===== src/rtl/shu_pkg.sv =====
package shu_pkg;

    typedef enum logic [1:0] {
        SH_NONE   = 2'd0,
        SH_LEFT   = 2'd1,
        SH_RLOG   = 2'd2,
        SH_RARITH = 2'd3
    } shu_op_e;

    localparam logic [2:0] F3_LEFT  = 3'b001;
    localparam logic [2:0] F3_RIGHT = 3'b101;

    // bit of funct7 / imm that selects arithmetic fill
    localparam int F7_ARITH_BIT  = 5;
    localparam int IMM_ARITH_BIT = 10;

endpackage


===== src/rtl/shu_decode.sv =====
module shu_decode
    import shu_pkg::*;
#(
    parameter int IMM_W   = 12,
    parameter int SHAMT_W = 5
) (
    input  logic [2:0]         funct3,
    input  logic               f7_arith,
    input  logic [IMM_W-1:0]   imm,
    input  logic               use_imm,
    input  logic [SHAMT_W-1:0] reg_amt,
    output shu_op_e            op,
    output logic [SHAMT_W-1:0] amt,
    output logic               bad
);

    localparam int TYPE_W = IMM_W - SHAMT_W;
    localparam logic [TYPE_W-1:0] ARITH_MASK = TYPE_W'(1) << (IMM_ARITH_BIT - SHAMT_W);

    logic [TYPE_W-1:0] type_bits;
    logic              arith_sel;

    always_comb begin
        type_bits = imm[IMM_W-1:SHAMT_W];
        amt       = use_imm ? imm[SHAMT_W-1:0] : reg_amt;
        arith_sel = use_imm ? imm[IMM_ARITH_BIT] : f7_arith;
        op        = SH_NONE;
        bad       = 1'b0;
        unique case (funct3)
            F3_LEFT: begin
                op  = SH_LEFT;
                bad = use_imm && (type_bits != '0);
            end
            F3_RIGHT: begin
                op  = arith_sel ? SH_RARITH : SH_RLOG;
                bad = use_imm && ((type_bits & ~ARITH_MASK) != '0);
            end
            default: ;
        endcase
    end

endmodule


===== src/rtl/shu_barrel.sv =====
module shu_barrel #(
    parameter int WIDTH   = 32,
    parameter int SHAMT_W = 5
) (
    input  logic [WIDTH-1:0]   din,
    input  logic [SHAMT_W-1:0] amt,
    input  logic               to_left,
    input  logic               arith,
    output logic [WIDTH-1:0]   dout
);

    logic [WIDTH-1:0] stage [SHAMT_W+1];
    logic [WIDTH-1:0] tail;
    logic             fill;

    always_comb begin
        fill = arith & ~to_left & din[WIDTH-1];
        for (int i = 0; i < WIDTH; i++) begin
            stage[0][i] = to_left ? din[WIDTH-1-i] : din[i];
        end
    end

    for (genvar s = 0; s < SHAMT_W; s++) begin : g_stage
        localparam int STEP = 1 << s;
        assign stage[s+1] = amt[s] ? {{STEP{fill}}, stage[s][WIDTH-1:STEP]} : stage[s];
    end

    assign tail = stage[SHAMT_W];

    always_comb begin
        for (int i = 0; i < WIDTH; i++) begin
            dout[i] = to_left ? tail[WIDTH-1-i] : tail[i];
        end
    end

endmodule


===== src/rtl/shift_unit.sv =====
module shift_unit
    import shu_pkg::*;
#(
    parameter int XLEN    = 32,
    parameter int IMM_W   = 12,
    parameter bit REG_OUT = 1'b1
) (
    input  logic            clk,
    input  logic            rst_n,
    input  logic [XLEN-1:0] src_a,
    input  logic [XLEN-1:0] src_b,
    input  logic [IMM_W-1:0] imm,
    input  logic [2:0]      funct3,
    input  logic [6:0]      funct7,
    input  logic            use_imm,
    output logic [XLEN-1:0] result,
    output logic            illegal
);

    localparam int SHAMT_W = $clog2(XLEN);

    typedef struct packed {
        logic [XLEN-1:0] res;
        logic            bad;
    } out_t;

    shu_op_e            dec_op;
    logic [SHAMT_W-1:0] dec_amt;
    logic               dec_bad;
    logic [XLEN-1:0]    shifted;
    out_t               out_d, out_q;
    logic               unused_hi;

    assign unused_hi = ^{src_b[XLEN-1:SHAMT_W], funct7[6], funct7[4:0]};

    shu_decode #(.IMM_W(IMM_W), .SHAMT_W(SHAMT_W)) u_decode (
        .funct3   (funct3),
        .f7_arith (funct7[F7_ARITH_BIT]),
        .imm      (imm),
        .use_imm  (use_imm),
        .reg_amt  (src_b[SHAMT_W-1:0]),
        .op       (dec_op),
        .amt      (dec_amt),
        .bad      (dec_bad)
    );

    shu_barrel #(.WIDTH(XLEN), .SHAMT_W(SHAMT_W)) u_barrel (
        .din     (src_a),
        .amt     (dec_amt),
        .to_left (dec_op == SH_LEFT),
        .arith   (dec_op == SH_RARITH),
        .dout    (shifted)
    );

    always_comb begin
        out_d.bad = dec_bad;
        out_d.res = (dec_op == SH_NONE || dec_bad) ? '0 : shifted;
    end

    if (REG_OUT) begin : g_reg
        always_ff @(posedge clk) begin
            if (!rst_n) out_q <= '0;
            else        out_q <= out_d;
        end

        p_left_low_zero_r1: assert property (@(posedge clk) disable iff (!rst_n)
            (dec_op == SH_LEFT && !dec_bad)
            |=> ((out_q.res & ~({XLEN{1'b1}} << $past(dec_amt))) == '0));

        p_logic_top_zero_r2: assert property (@(posedge clk) disable iff (!rst_n)
            (dec_op == SH_RLOG && !dec_bad && dec_amt != '0)
            |=> !out_q.res[XLEN-1]);

        p_arith_top_sign_r3: assert property (@(posedge clk) disable iff (!rst_n)
            (dec_op == SH_RARITH && !dec_bad)
            |=> (out_q.res[XLEN-1] == $past(src_a[XLEN-1])));

        p_imm_range_flag_r7: assert property (@(posedge clk) disable iff (!rst_n)
            (use_imm && dec_op != SH_NONE && imm[SHAMT_W])
            |=> (out_q.bad && out_q.res == '0));

        p_reg_never_flag_r8: assert property (@(posedge clk) disable iff (!rst_n)
            !use_imm |=> !out_q.bad);

        p_other_funct_zero_r9: assert property (@(posedge clk) disable iff (!rst_n)
            (dec_op == SH_NONE) |=> (out_q == '0));

        p_zero_amount_r10: assert property (@(posedge clk) disable iff (!rst_n)
            (dec_op != SH_NONE && !dec_bad && dec_amt == '0)
            |=> (out_q.res == $past(src_a)));
    end else begin : g_comb
        assign out_q = out_d;
    end

    assign result  = out_q.res;
    assign illegal = out_q.bad;

endmodule


===== config.mk =====
export PLATFORM = sky130hd
export DESIGN_NAME = shift_unit
export DESIGN_NICKNAME = d
export VERILOG_FILES = /design/src/rtl/shu_pkg.sv /design/src/rtl/shu_decode.sv /design/src/rtl/shu_barrel.sv /design/src/rtl/shift_unit.sv
export SDC_FILE = /design/constraint.sdc
export NUM_CORES = 1
export LEC_CHECK = 0
export BUFFER_PORTS_ARGS = -buffer_cell sky130_fd_sc_hd__buf_4
export CAP_MARGIN = 10
export CORE_AREA = 2 2 134 136
export DETAILED_ROUTE_END_ITERATION = 6
export DIE_AREA = 0 0 136 138
export PLACE_DENSITY = 0.51
export SLEW_MARGIN = 40
export SYNTH_ARGS = -nofsm -noshare
export SYNTH_HDL_FRONTEND = slang
export SYNTH_HIERARCHICAL = 1
export SYNTH_SLANG_ARGS = --single-unit

===== constraint.sdc =====
create_clock -name clk -period 4 [get_ports clk]
set_clock_uncertainty 0.2 [all_clocks]
set_input_delay 0.8 -clock clk [delete_from_list [all_inputs] [get_ports clk]]
set_output_delay 0.8 -clock clk [all_outputs]
set_load 0.05 [all_outputs]

==> results of run 1 <==
-- Yosys cell counts (3+ instances only) --
| library cell | count |
|---|---|
| nor3_1 | 8 |
| a311oi_1 | 3 |
| o31ai_1 | 3 |
| o22a_1 | 3 |
| buf_4 | 7 |
| clkbuf_1 | 22 |
| nand2b_1 | 10 |
| buf_6 | 10 |
| a22oi_1 | 6 |
| and3_1 | 5 |
| nor4bb_2 | 30 |
| mux2_2 | 13 |
| a22o_1 | 4 |
| o22ai_1 | 17 |
| inv_1 | 4 |
| dfxtp_1 | 33 |
| and2_1 | 8 |
| a31oi_1 | 6 |
| nor2_1 | 56 |
| a211oi_1 | 9 |
| o21ai_0 | 21 |
| mux2i_1 | 69 |
| nand2_1 | 47 |
| o211ai_1 | 4 |
| nor2b_1 | 10 |
| a211o_1 | 4 |
| nand3_1 | 6 |
| buf_2 | 12 |
| o21a_1 | 5 |
| mux4_2 | 29 |
| nor4_1 | 3 |
| a21oi_1 | 31 |
| or2_2 | 3 |
| buf_1 | 4 |
| o2bb2ai_1 | 5 |
| o32ai_1 | 4 |
| nand4_1 | 4 |
| mux2_4 | 7 |
-- layer usage --
metal  vias to the layer above  share of wire (%)  track usage (%)
met5                         -                  0                0
met3                        39                5.9             1.87
li1                       2477                  -                -
met1                      2602                 45             30.9
met4                         0                3.0             7.46
met2                       258                 46             33.9
-- logic make-up after synthesis --
kind of cell    after synthesis  share of synthesized area (%)
xor+xnor                      1                          0.171
mux                         120                           32.1
compound gates              158                           21.8
simple gates                201                           25.5
buf+inv                      63                           7.51
flops                        33                           12.9
-- report_power, final --
group / switching (uW) / total, uW / internal (uW)
combinational: 573 / 1020 / 446
clock: 132 / 426 / 294
sequential: 3.51 / 347 / 343
total: 709 / 1790 / 1080
-- worst min-delay path by stage --
stage / from / depth (start not counted) / end / slack, ns
2_1_floorplan: rst_n / 1 / result[25] / 0.76
3_3_place_gp: rst_n / 2 / result[26] / 1.0
3_5_place_dp: rst_n / 2 / result[25] / 1.01
4_1_cts: rst_n / 2 / result[25] / 0.72
5_1_grt: rst_n / 2 / result[25] / 0.74
6_report: rst_n / 2 / result[25] / 0.72
-- critical path, stage by stage --
cell and delay [ns]:
buf_4 0.10, nand2b_1 0.17, a21oi_1 0.30, nor2b_4 0.39, buf_4 0.19, nor2b_1 0.17, a221oi_1 0.17, o31ai_1 0.75
mux2i_1 0.16, a22o_1 0.21, nor2_1 0.11, nor4bb_2 0.27
-- sequential cells by signal (all words and copies together), names as in the netlist --
register  flops
illegal       1
result       32
-- area by class of cell --
| type | instances | area [um2] | share of cell area, % |
|---|---|---|---|
| multi-input cells | 480 | 4110 | 63.4 |
| repair buffers | 162 | 1240 | 19.0 |
| flip-flops and latches | 33 | 661 | 10.2 |
| well taps | 229 | 287 | 4.41 |
| clock buffers | 5 | 125 | 1.93 |
| clock inverters | 3 | 46.3 | 0.713 |
| inverters | 6 | 22.5 | 0.347 |
-- through the flow --
| step | instance area, um2 | setup TNS [ns] | hold WS [ns] |
|---|---|---|---|
| CTS | 6490 | 0 | 0.718 |
| detailed placement | 6320 | -0.0953 | 1.01 |
| global route | 6490 | 0 | 0.735 |
| floorplan | 5130 | 0 | 0.756 |
| finish | 6490 | 0 | 0.720 |
| global placement | 6300 | -0.0317 | 0.999 |
==> impl_results.md, run 1 <==
* Initial Utilization at 29.2%
* Netlist cell types at 76
* Worst-margin pin slew at 0.827 ns
* Rows at 49
* Vias in the first global route at 5,282
* Cts bufs inserted at 5
* Number of max-cap violations at 0
* Worst setup endpoint: result[10]
* Pwr dens at 276 mW/mm2
* CTS Hold Buffers Added at 0
* RSZ-0062 raised after global routing: no
* DRT antenna net count at 0
* Core Region at 0.0175 mm2
* WP data arrival at 3.80 ns
* Crit-path max FO at 9
* Chip Width at 136 um
* IO Count at 122
* Syn_nets at 665
* Layout cells sized above 1 at 38.2%
* Clock net sink count at 33
* Router iterations before antenna repair at 5
* Antenna cells at 0
* Post-synth top area share at 13.5%
* Setup ws final at 0.191 ns
* Ranking of synthesized cells by area: mux2i_1 (13%), dfxtp_1 (13%), mux4_2 (13%)
* Ys flop type: dfxtp_1
* Yosys warning count at 6
* Synth Register Bits at 33
* Asr flop ratio synth at 0%
* Sequential fraction of the synthesis area at 12.9%
* Hold Path Class: in -> reg
* Final hold vios at 0
* Post-synth top area cell: mux2i_1
* Crit path launch type: input pin
* Crit path kind: in -> reg
* CTS clk-pin slew, worst paths at 0.06 ns
* H-tree levels at 2
* Fillers at 1,842
* Synth-to-Final Area Change at 26.5%
* GRT Util Overall at 21.5%
* Status: finished clean
* Power, Total at 1790 uW
* Initial DRC count at 405
* Period utilization at 95.2%
* Setup crit end kind: flip-flop
* WP data required at 3.99 ns
* # nets final at 777
* Worst setup startpoint: funct3[1]
* CTS tree: done
* Placed Cells at 910
* DIE AREA at 0.0188 mm2
* Residual DRC at 0
* Finish-stage setup viols at 0
* Syn Area/Cell at 8.90 um2
* Fin util at 37.0%
* Mapped Area at 0.00513 mm2
* Per-cell routed wire length at 22.3 um
* Slew headroom at 44.4%
* Die span in y at 138 um
* Post-CTS Setup Inserts at 0
* Largest net degree at the start of global routing at 47
* Leakage power at 0.00268 uW
* Root buffer cell: clkbuf_16
* Peak VDD IR at 245 uV
* Max-slew violations at 0
* DP Worst Slack at -0.0528 ns
* Max Fclk at 0.263 GHz
* DR vias/cell at 5.86
* Post-CTS resize count at 0
* Port Buf Inserts at 88
* CTS Buffer Depth at 2
* Grt ovf at 0
* Syn Inst Count at 576
* EDFF count, synth at 0
* Most common cell after layout, fill and taps aside: buf_4
* Minimum clock period at 3.81 ns
* Initial antenna violation count at 0
* DRT Wirelength at 20,400 um
* GPL Wtd Cong at 1.00
* DP HPWL at 16,400 um
* Most frequent cells in the layout: buf_4 (160), mux2i_1 (69), nor2_1 (56)
* Fin cells at 918
* First-pass GRT wire length at 31,500 um
* Vias at 5,376
Note: power is estimated with default switching activity, not from simulation.
==> run 2: changes to the inputs <==
--- a/config.mk
+++ b/config.mk
@@ -11,6 +11,7 @@
 export DETAILED_ROUTE_END_ITERATION = 6
 export DIE_AREA = 0 0 136 138
 export PLACE_DENSITY = 0.51
+export SETUP_SLACK_MARGIN = 0.5
 export SLEW_MARGIN = 40
 export SYNTH_ARGS = -nofsm -noshare
 export SYNTH_HDL_FRONTEND = slang
==> run 2 against run 1 <==
Net effect: flip-flop and latch count unchanged; die area unchanged; wire length increased by 1.0%; critical path depth decreased by 2; clock-buffer cell count unchanged; cell count increased by 0.65%; first-iteration DRC count increased by 35%; combinational power increased by 6%; clock power increased by 14%; critical endpoint is now result[12]; largest power group unchanged.
==> impl_results.md, run 2 (synthesis gave the netlist of run 1 again) <==
* Leakage power at 0.00277 uW
* Most frequent cells in the layout: buf_4 (161), mux2i_1 (64), nor2_1 (53)
* Largest net degree at the start of global routing at 39
* Max Fclk at 0.287 GHz
* Crit-path max FO at 32
* Residual DRC at 0
* First-pass GRT wire length at 31,400 um
* Rows at 49
* # nets final at 783
* Port Buf Inserts at 88
* Clock net sink count at 33
* Most common cell after layout, fill and taps aside: buf_4
* CTS tree: done
* CTS Buffer Depth at 2
* Status: finished clean
* Root buffer cell: clkbuf_16
* Pwr dens at 282 mW/mm2
* Slew headroom at 56.6%
* Final Instance Area at 0.00679 mm2
* Vias at 5,455
* GPL Wtd Cong at 0.941
* Grt ovf at 0
* Setup_tns at 0 ns
* Per-cell routed wire length at 22.4 um
* DRT Wirelength at 20,700 um
* Layout cells sized above 1 at 42.3%
* Core Region at 0.0175 mm2
* DP HPWL at 16,600 um
* Initial Utilization at 29.2%
* GRT Util Overall at 21.5%
* Period utilization at 87.0%
* Hold Path Class: in -> reg
* CTS clk-pin slew, worst paths at 0.05 ns
* Vias in the first global route at 5,227
* Antenna cells at 0
* Chip Width at 136 um
* Minimum clock period at 3.48 ns
* Number of max-cap violations at 0
* Crit path launch type: input pin
* DIE AREA at 0.0188 mm2
* Initial DRC count at 547
* Setup crit end kind: flip-flop
* WP data arrival at 3.46 ns
* Initial antenna violation count at 0
* DP Worst Slack at 0.0577 ns
* Finish-stage setup viols at 0
* H-tree levels at 2
* Die span in y at 138 um
* Peak VDD IR at 272 uV
* Synth-to-Final Area Change at 32.4%
* Final hold vios at 0
* Cts bufs inserted at 5
* RSZ-0062 raised after global routing: yes
* DR vias/cell at 5.90
* Router iterations before antenna repair at 5
* Max-slew violations at 0
* DRT antenna net count at 0
* Post-DP Area at 0.00633 mm2
* WP data required at 3.98 ns
* Fin util at 38.7%
* CTS Hold Buffers Added at 0
* Crit path kind: in -> reg
* Worst-margin pin slew at 0.651 ns
* Flip-flop count of the largest register after layout at 32
* Setup ws final at 0.518 ns
* IO Count at 122
run 2: through the flow:
step | power (uW) | hold slack (ns) | cells
final | 1910 | 0.726 | 924
after global routing | 2000 | 0.741 | 924
after CTS | 1860 | 0.720 | 917
after detailed placement | 1360 | 1.01 | 908
after global placement | 1350 | 1.00 | 907
after floorplan | 999 | 0.756 | 576
run 2: power breakdown:
group / switching, uW / internal, uW
registers: 3.79 / 343
logic: 596 / 487
clock network: 130 / 355
run 2: final timing paths:
path	from	to	slack, ns	depth (start not counted)
max	use_imm	result[12]	0.52	10
min	rst_n	result[26]	0.73	2
run 2: final cells by class:
type,count,area [um2]
multi-input cells,480,4280
clock inverters,3,65.1
fillers,1828,10700
clock buffers,5,125
inverters,6,38.8
well taps,229,287
repair buffers,168,1340
flip-flops and latches,33,661
run 2: routing by layer:
metal | routed length (um) | vias up | track usage, %
met3 | 1330 | 40 | 1.87
met5 | 0 | - | 0
met2 | 9510 | 279 | 33.6
met4 | 752 | 0 | 8.94
met1 | 9070 | 2636 | 30.2
li1 | - | 2500 | -
run 2: worst max-delay path, stage by stage:
cell      delay (ns)
buf_4           0.15
mux2_4          0.36
buf_12          0.20
mux2i_1         0.18
mux4_2          0.54
mux2_4          0.31
mux2_4          0.30
o22ai_2         0.14
o311a_1         0.19
nor4bb_2        0.27
run 2: repair_timing:
action,CTS,global route
endpoints found under the setup margin,29,29
buffers inserted,1,7
gates resized for setup,11,31
pin swaps,0,9
==> run 3: changes to the inputs <==
--- a/config.mk
+++ b/config.mk
@@ -5,12 +5,14 @@
 export SDC_FILE = /design/constraint.sdc
 export NUM_CORES = 1
 export LEC_CHECK = 0
+export ABC_AREA = 1
 export BUFFER_PORTS_ARGS = -buffer_cell sky130_fd_sc_hd__buf_4
 export CAP_MARGIN = 10
-export CORE_AREA = 2 2 134 136
+export CORE_AREA = 2 2 118 120
+export CTS_CLUSTER_DIAMETER = 50
 export DETAILED_ROUTE_END_ITERATION = 6
-export DIE_AREA = 0 0 136 138
-export PLACE_DENSITY = 0.51
+export DIE_AREA = 0 0 120 122
+export PLACE_DENSITY = 0.53
 export SETUP_SLACK_MARGIN = 0.5
 export SLEW_MARGIN = 40
 export SYNTH_ARGS = -nofsm -noshare
==> run 3 against run 2 <==
Net effect: non-clock buffer count shrank 69; die area down 22%; sequential share of layout area increased by 4.1 points; area after synthesis is 23% lower; highest routed layer unchanged.
==> impl_results.md, run 3 <==
* Status: finished clean
* Slew headroom at 59.2%
* Port Buf Inserts at 88
* Vias in the first global route at 4,387
* Ranking of synthesized cells by area: nand3_1 (32%), nand2_1 (22%), dfxtp_1 (17%)
* Crit path launch type: input pin
* Most common cell after layout, fill and taps aside: nand3_1
* Reg power frac at 25.4%
* DRT antenna net count at 0
* Final hold vios at 0
* Hold Path Class: in -> reg
* Flip-flop count of the largest register after layout at 32
* Worst-margin pin slew at 0.610 ns
* CP dominant cell by count: nand2_1
* Combinational power share at 48.7%
* H-tree levels at 2
* GRT met1 Usage at 21.6%
* Sequential fraction of the synthesis area at 16.7%
* Worst-path cell chain: buf_4 -> inv_4 -> nand2_2 -> a31oi_2 -> inv_1 -> nor2_4 -> inv_2 -> nand3_1 -> inv_1 -> nand2_1 -> nand2_1 -> nand2_1 -> nand2_1 -> nand2_1 -> nand2_1 -> nand2_1 -> nand2_1 -> nand2_1 -> nand2_1 -> inv_1 -> nor2_2
* Ys flop type: dfxtp_1
* Slowest cell on crit path: inv_2
* CP top delay family: simple AND/OR/NAND/NOR gates
* GR peak layer: met2
* Router iterations before antenna repair at 5
* CTS Hold Buffers Added at 0
* Number of max-cap violations at 0
* Top cells by count, synth: nand3_1 (256), nand2_1 (236), inv_1 (44)
* Power, Total at 1360 uW
* Cts bufs inserted at 5
* Finish-stage setup viols at 0
* Fin util at 35.3%
* Residual DRC at 0
* Root buffer cell: clkbuf_16
* Peak VDD IR at 149 uV
* Asr flop ratio synth at 0%
* Syn_nets at 791
* Synth Register Bits at 33
* Rows at 43
* Netlist cell types at 21
* Crit path kind: in -> reg
* DR vias/cell at 4.91
* IO Count at 122
* Max Fclk at 0.328 GHz
* Antenna cells at 0
* Initial Utilization at 29.3%
* Post-CTS resize count at 0
* RSZ-0062 raised after global routing: no
* Largest net degree at the start of global routing at 65
* WP data required at 4.00 ns
* Clock net sink count at 33
* Initial antenna violation count at 0
* Buf+Inv Stages, Crit Path at 6
* Met3 Track Usage GR at 2.11%
* Yosys warning count at 6
* Synth-to-Final Area Change at 20.7%
* Core Region at 0.0135 mm2
* Max-slew violations at 0
* CTS tree: done
* Int Power at 790 uW
* GRT Util Overall at 16.8%
* Crit-path max FO at 34
* Sw frac at 41.9%
* Syn Area/Cell at 5.63 um2
* Met2 Usage GRT at 30.3%
* Syn Inst Count at 702
* Period utilization at 76.3%
* Most frequent cells in the layout: nand3_1 (256), nand2_1 (236), buf_4 (98)
* Minimum clock period at 3.05 ns
* DIE AREA at 0.0146 mm2
* Die span in y at 122 um
* DP HPWL at 9510 um
* Grt ovf at 0
* Chip Width at 120 um
* GPL Wtd Cong at 0.854
* Mapped Area at 0.00395 mm2
* WP data arrival at 3.05 ns
* CP peak stage delay at 0.42 ns
* Vias at 4,611
* Leakage power at 0.00255 uW
* Setup_tns at 0 ns
* CTS clk-pin slew, worst paths at 0.05 ns
* Clock network power share at 25.8%
* First-pass GRT wire length at 20,400 um
* Pwr dens at 285 mW/mm2
* Post-CTS Setup Inserts at 0
* # nets final at 847
* Initial DRC count at 382
* Post-synth top area cell: nand3_1
* CTS Buffer Depth at 2
* Count leader, synth: nand3_1
* EDFF count, synth at 0
* Per-cell routed wire length at 12.9 um
* Post-synth top area share at 32.4%
* Layout cells sized above 1 at 24.0%
* DRT Wirelength at 12,100 um
* Setup crit end kind: flip-flop
* Psw at 570 uW
run 3: cell types whose count changed in the layout (fill, tap and decap cells not counted), sizes merged, moves of 20 or more:
cell,delta
a21oi,-30
o21ai,-22
nor4bb,-32
inv,+44
nand3,+275
mux4,-31
buf,-69
nand2,+204
nor2,-20
mux2,-20
mux2i,-69
run 3: path summary, 6_finish.rpt:
| check | from | end | depth (start not counted) |
|---|---|---|---|
| max | use_imm | result[1] | 21 |
| min | rst_n | illegal | 3 |
run 3: power by group through the flow:
stage | clock network [uW] | registers [uW] | logic, uW
finish | 352 | 346 | 662
global route | 379 | 347 | 747
CTS | 363 | 346 | 666
detailed placement | 0 | 353 | 664
global placement | 0 | 353 | 662
floorplan | 0 | 398 | 450
run 3: final cells by class:
cell class                      instances  area, um2
Clock buffer                            6        129
Clock inverter                          2       10.0
Fill cell                            1550       8740
Inverter                               47        179
Multi-Input combinational cell        572       2810
Sequential cell                        33        661
Tap cell                              180        225
Timing Repair Buffer                   99        756
run 3: metal layers:
metal	up-vias	share of wire, %
met5	-	0
met4	0	1.3
met3	13	4.6
met2	124	48
met1	2065	46
li1	2409	-
run 3: cell families after synthesis:
family          synth area share [%]
flops                           16.7
compound gates                 0.443
simple gates                    70.3
buf+inv                         12.5
run 3: metrics by stage:
step | hold slack (ns) | cells | instance area [um2] | worst slack [ns]
after detailed placement | 0.801 | 931 | 4630 | 0.670
after global routing | 0.531 | 939 | 4770 | 0.632
after CTS | 0.517 | 939 | 4770 | 0.943
after global placement | 0.798 | 931 | 4620 | 0.651
final | 0.518 | 939 | 4770 | 0.949
after floorplan | 0.698 | 702 | 3950 | 1.26
run 3: tightest hold or removal path, cell delays in order:
cell,delay [ns]
buf_4,0.08
nand2_1,0.04
inv_1,0.04
